<file path="src/rtl/tmu_pkg.sv">
package tmu_pkg;
    typedef enum logic {
        FLAG_OFF = 1'b0,
        FLAG_ON  = 1'b1
    } flag_state_e;
endpackage

</file>
<file path="src/rtl/tmu_shift_reg.sv">
module tmu_shift_reg #(
    parameter int W = 4
) (
    input  logic         clk,
    input  logic         rst,
    input  logic         shift_en,
    input  logic         ser_in_n,
    output logic [W-1:0] addr_q,
    output logic         ser_out_n
);
    logic [W-1:0] addr_d;

    always_comb begin
        addr_d = addr_q;
        if (shift_en) begin
            addr_d = {ser_in_n, addr_q[W-1:1]};
        end
    end

    always_ff @(posedge clk) begin
        if (rst) begin
            addr_q <= '0;
        end else begin
            addr_q <= addr_d;
        end
    end

    assign ser_out_n = addr_q[0];
endmodule

</file>
<file path="src/rtl/tmu_compare.sv">
module tmu_compare #(
    parameter int W    = 4,
    parameter int IN_W = 8
) (
    input  logic [W-1:0]    addr_q,
    input  logic [W-1:0]    task_bus,
    input  logic [IN_W-1:0] in_addr,
    output logic            task_hit,
    output logic            addr_hit
);
    localparam int HI = IN_W - 1;

    logic [W-1:0] target;
    logic [W-1:0] upper;

    assign target   = ~addr_q;
    assign upper    = in_addr[HI -: W];
    assign task_hit = (task_bus == target);
    assign addr_hit = (upper == target);
endmodule

</file>
<file path="src/rtl/tmu_flag.sv">
module tmu_flag
    import tmu_pkg::*;
(
    input  logic clk,
    input  logic rst,
    input  logic set_i,
    input  logic clr_i,
    output logic active_o
);
    flag_state_e state_q;
    flag_state_e state_d;

    always_comb begin
        state_d = state_q;
        unique case (state_q)
            FLAG_OFF: if (set_i) state_d = FLAG_ON;
            FLAG_ON:  if (clr_i && !set_i) state_d = FLAG_OFF;
            default:  state_d = FLAG_OFF;
        endcase
    end

    always_ff @(posedge clk) begin
        if (rst) begin
            state_q <= FLAG_OFF;
        end else begin
            state_q <= state_d;
        end
    end

    always_comb begin
        active_o = (state_q == FLAG_ON);
    end
endmodule

</file>
<file path="src/rtl/serial_task_match.sv">
module serial_task_match #(
    parameter int ADDR_W = 4,
    parameter int IN_W   = 8
) (
    input  logic              clk,
    input  logic              rst,
    input  logic              shift_en,
    input  logic              ser_in_n,
    input  logic              evt_en,
    input  logic [ADDR_W-1:0] task_bus,
    input  logic [IN_W-1:0]   in_addr,
    input  logic              in_valid,
    input  logic              in_flag_set,
    input  logic              out_flag_set,
    input  logic              out_flag_clr,
    output logic              ser_out_n,
    output logic              task_hit,
    output logic              in_flag_n,
    output logic              out_flag
);
    logic [ADDR_W-1:0] addr_q;
    logic              addr_hit;
    logic              selected;
    logic              evt_drop;
    logic              in_active;
    logic              out_clr;

    tmu_shift_reg #(.W(ADDR_W)) u_sreg (
        .clk       (clk),
        .rst       (rst),
        .shift_en  (shift_en),
        .ser_in_n  (ser_in_n),
        .addr_q    (addr_q),
        .ser_out_n (ser_out_n)
    );

    tmu_compare #(.W(ADDR_W), .IN_W(IN_W)) u_cmp (
        .addr_q   (addr_q),
        .task_bus (task_bus),
        .in_addr  (in_addr),
        .task_hit (task_hit),
        .addr_hit (addr_hit)
    );

    // The event strobe drops ownership unless both compares hit.
    assign selected = task_hit & addr_hit;
    assign evt_drop = evt_en & ~selected;
    assign out_clr  = evt_drop | out_flag_clr | in_valid;

    tmu_flag u_in_flag (
        .clk      (clk),
        .rst      (rst),
        .set_i    (in_flag_set),
        .clr_i    (evt_drop),
        .active_o (in_active)
    );

    tmu_flag u_out_flag (
        .clk      (clk),
        .rst      (rst),
        .set_i    (out_flag_set),
        .clr_i    (out_clr),
        .active_o (out_flag)
    );

    assign in_flag_n = ~in_active;
endmodule

</file>
<file path="config.mk">
export PLATFORM = sky130hd
export DESIGN_NAME = serial_task_match
export DESIGN_NICKNAME = d
export VERILOG_FILES = /design/src/rtl/tmu_pkg.sv /design/src/rtl/tmu_shift_reg.sv /design/src/rtl/tmu_compare.sv /design/src/rtl/tmu_flag.sv /design/src/rtl/serial_task_match.sv
export SDC_FILE = /design/constraint.sdc
export NUM_CORES = 1
export LEC_CHECK = 0
export BUFFER_PORTS_ARGS = -buffer_cell sky130_fd_sc_hd__clkbuf_2
export CAP_MARGIN = 25
export CORE_AREA = 8 8 45 47
export CTS_BUF_LIST = sky130_fd_sc_hd__clkbuf_2
export DETAILED_ROUTE_END_ITERATION = 10
export DIE_AREA = 0 0 53 55
export HOLD_SLACK_MARGIN = 0.06
export REMOVE_ABC_BUFFERS = 1
export SLEW_MARGIN = 20
export SYNTH_ARGS = -nofsm -noshare
export SYNTH_HDL_FRONTEND = slang
export SYNTH_SLANG_ARGS = --single-unit
</file>
<file path="constraint.sdc">
create_clock -name clk -period 1.9 [get_ports clk]
set_input_delay 0.19 -clock clk [delete_from_list [all_inputs] [get_ports clk]]
set_output_delay 0.19 -clock clk [all_outputs]
set_load 0.02 [all_outputs]
</file>
==> impl_metrics.yaml <==
outcome:
  outcome: "finished clean"
power:
  leakagePower_nw: 0.211
  powerDensity_nw_per_um2: 619
  p_total_w: 0.000275
  ir_drop_uv: 196
routing:
  vias: 302
  postRouteAntennaNets: 0
  maxUsedRoutingLayer: "met3"
  vias_per_cell: 4.19
  drc_errors: 0
  wl_met3_microns: 75
  wl_met2_microns: 415
  drt_iter0_drc: 4
  wl_per_cell_microns: 10.6
  finalWirelength_microns: 766
  drt-met1-wl_microns: 276
  dr.pass1.iters: 4
critical_path:
  max_stage_delay_ns: 0.40
  worstPathRequired_ns: 1.71
  end_kind: "primary output"
  cp_cell_sequence: "xnor2_1, nor4_2, clkbuf_2"
  criticalPathCategory: "reg2out"
  crit_fanout: 4
  critPathLaunchType: "flop"
  r2r_slack_ns: 0.56
  cp_top_family: "flip-flops"
  cp.buffers_inverters: 1
  cp.arrival_ns: 1.26
  slowest_stage: "dfxtp_1"
synth:
  synth.area.top_cells: "dfxtp_1 (38%), xnor2_1 (22%), mux2i_1 (13%)"
  ys_seq_area_frac: 0.384
  yosysMostFrequentCell: "xnor2_1"
  synthTopCellsByCount: "xnor2_1 (8), dfxtp_1 (6), nor2_1 (6)"
  yosys.area.top_type: "dfxtp_1"
  synth_edf_count: 0
  synth_ff_type: "dfxtp_1"
  synthDominantCellAreaShare: 0.384
  netlist-cell-type-count: 11
  yosysWarnings: 0
  avgSynthCellArea_sq_um: 9.20
  synth_cells: 34
  ys_async_sr_fraction: 0
  yosys_register_bits: 6
  syn-cell-area_sq_um: 313
timing:
  rsz0062_at_grt: "no"
  fmax_ghz: 0.691
  setup_viol: 0
  worst_slack_ns: 0.453
  worst_clock_skew_ns: 0.000701
  maxSlewHeadroom: 0.836
  drv_slew: 0
  post-route-min-period_ns: 1.45
  fin_crit_sh: 0.761
  tns_ns: 0
  hold_violations: 0
  worst_pin_slew_ns: 0.244
global_routing:
  grt_use_total: 0.0580
  grt_pass1_vias: 304
  grt_overflow: 0
  grt_max_degree: 7
  antenna_found_initial: 0
  grt_pass1_wl_mm: 1.19
clocking:
  clock_sinks: 6
  clock_latency_ns: 0.21
  holdBufCountCts: 0
  post-cts-setup-buffers: 0
  cts-htree-levels: 1
  cts.reportedPaths.clkPinSlew_ns: 0.06
  cts_tree: "yes"
  numCtsBuffers: 3
  cts_buffer_depth: 2
  cts-root-buf: "clkbuf_2"
  cts_resized: 0
die:
  rows: 14
  initial_core_util: 0.226
  die_y_microns: 55
  io_pins: 25
  dieWidth_microns: 53
  core_sq_um: 1380
  die_area_sq_um: 2920
layout:
  diodes: 0
  fin_nets: 79
  drive_gt1_frac: 0.429
  stdcell_area_sq_um: 444
  area_growth_pct: 42.0
placed_design:
  io_buffer_count: 20
  dp_slack_ns: 0.575
  gp_routability_congestion: 0.722
  detailed_place_hpwl_microns: 698
  placed_cell_area_sq_um: 429
worst_hold_path:
  hold_path_class: "in2reg"
flow_run:
  maxCapViolCount: 0
[through the flow]
stage / std cells / utilization / hold WS, ns
final: 72 / 0.321 / 0.184
after floorplan: 33 / - / 0.262
after CTS: 72 / 0.321 / 0.171
after detailed placement: 69 / 0.310 / 0.409
after global placement: 69 / 0.310 / 0.406
after global routing: 72 / 0.321 / 0.156
[metal layers]
metal / GRT usage / vias to the layer above
met3: 0.0374 / 0
met1: 0.0503 / 132
met4: 0.0517 / 0
met5: 0 / -
li1: - / 162
met2: 0.0918 / 8
[kinds of logic after synthesis]
kind of cell,synth area share
and+or+nand+nor,0.144
xor gates and xnor gates,0.224
DFF,0.384
muxes,0.128
buffers and inverters,0.0480
AOI/OAI and AO/OA,0.0720
[area by class of cell]
cell class                 count  area [sq um]
clock buffer                   3          15.0
inverter                       3          11.3
sequential                     6           120
fill                         158           940
multi-input combinational     24           178
timing repair buffer          20           100
tap                           16          20.0
[cell usage in the layout, fill, tap and decap left out]
cell / n
a311oi_1: 2
mux2i_1: 4
nor4_2: 1
nand2_1: 1
a21oi_1: 1
dfxtp_1: 6
clkbuf_2: 23
nor4_1: 1
nor2_1: 6
xnor2_1: 8
inv_1: 3
[report_power, final]
part           switching, W  total (W)  internal [W]
registers        0.00000459   0.000136      0.000131
clock network     0.0000423  0.0000850     0.0000428
logic             0.0000247  0.0000542     0.0000295
[worst reg2reg max path: stages (launching register included)]
cell and delay [ns]:
dfxtp_1 0.40, xnor2_1 0.11, nor4_2 0.31, nand2_1 0.13, a311oi_1 0.29
[flip-flops by register name, indices dropped and copies added, names as in the netlist]
name / count
u_sreg.addr_q: 4
u_in_flag.active_o: 1
u_out_flag.active_o: 1
[worst paths after layout]
| check | from | to | cells after the start |
|---|---|---|---|
| hold reg to reg | u_out_flag.active_o$_SDFF_PP0_ | u_out_flag.active_o$_SDFF_PP0_ | 2 |
| setup reg to reg | u_sreg.addr_q[0]$_SDFFE_PP0P_ | u_in_flag.active_o$_SDFF_PP0_ | 4 |
| setup / recovery | u_sreg.addr_q[0]$_SDFFE_PP0P_ | task_hit | 3 |
| hold / removal | evt_en | u_out_flag.active_o$_SDFF_PP0_ | 2 |
Power figures use the tool's default switching activity.
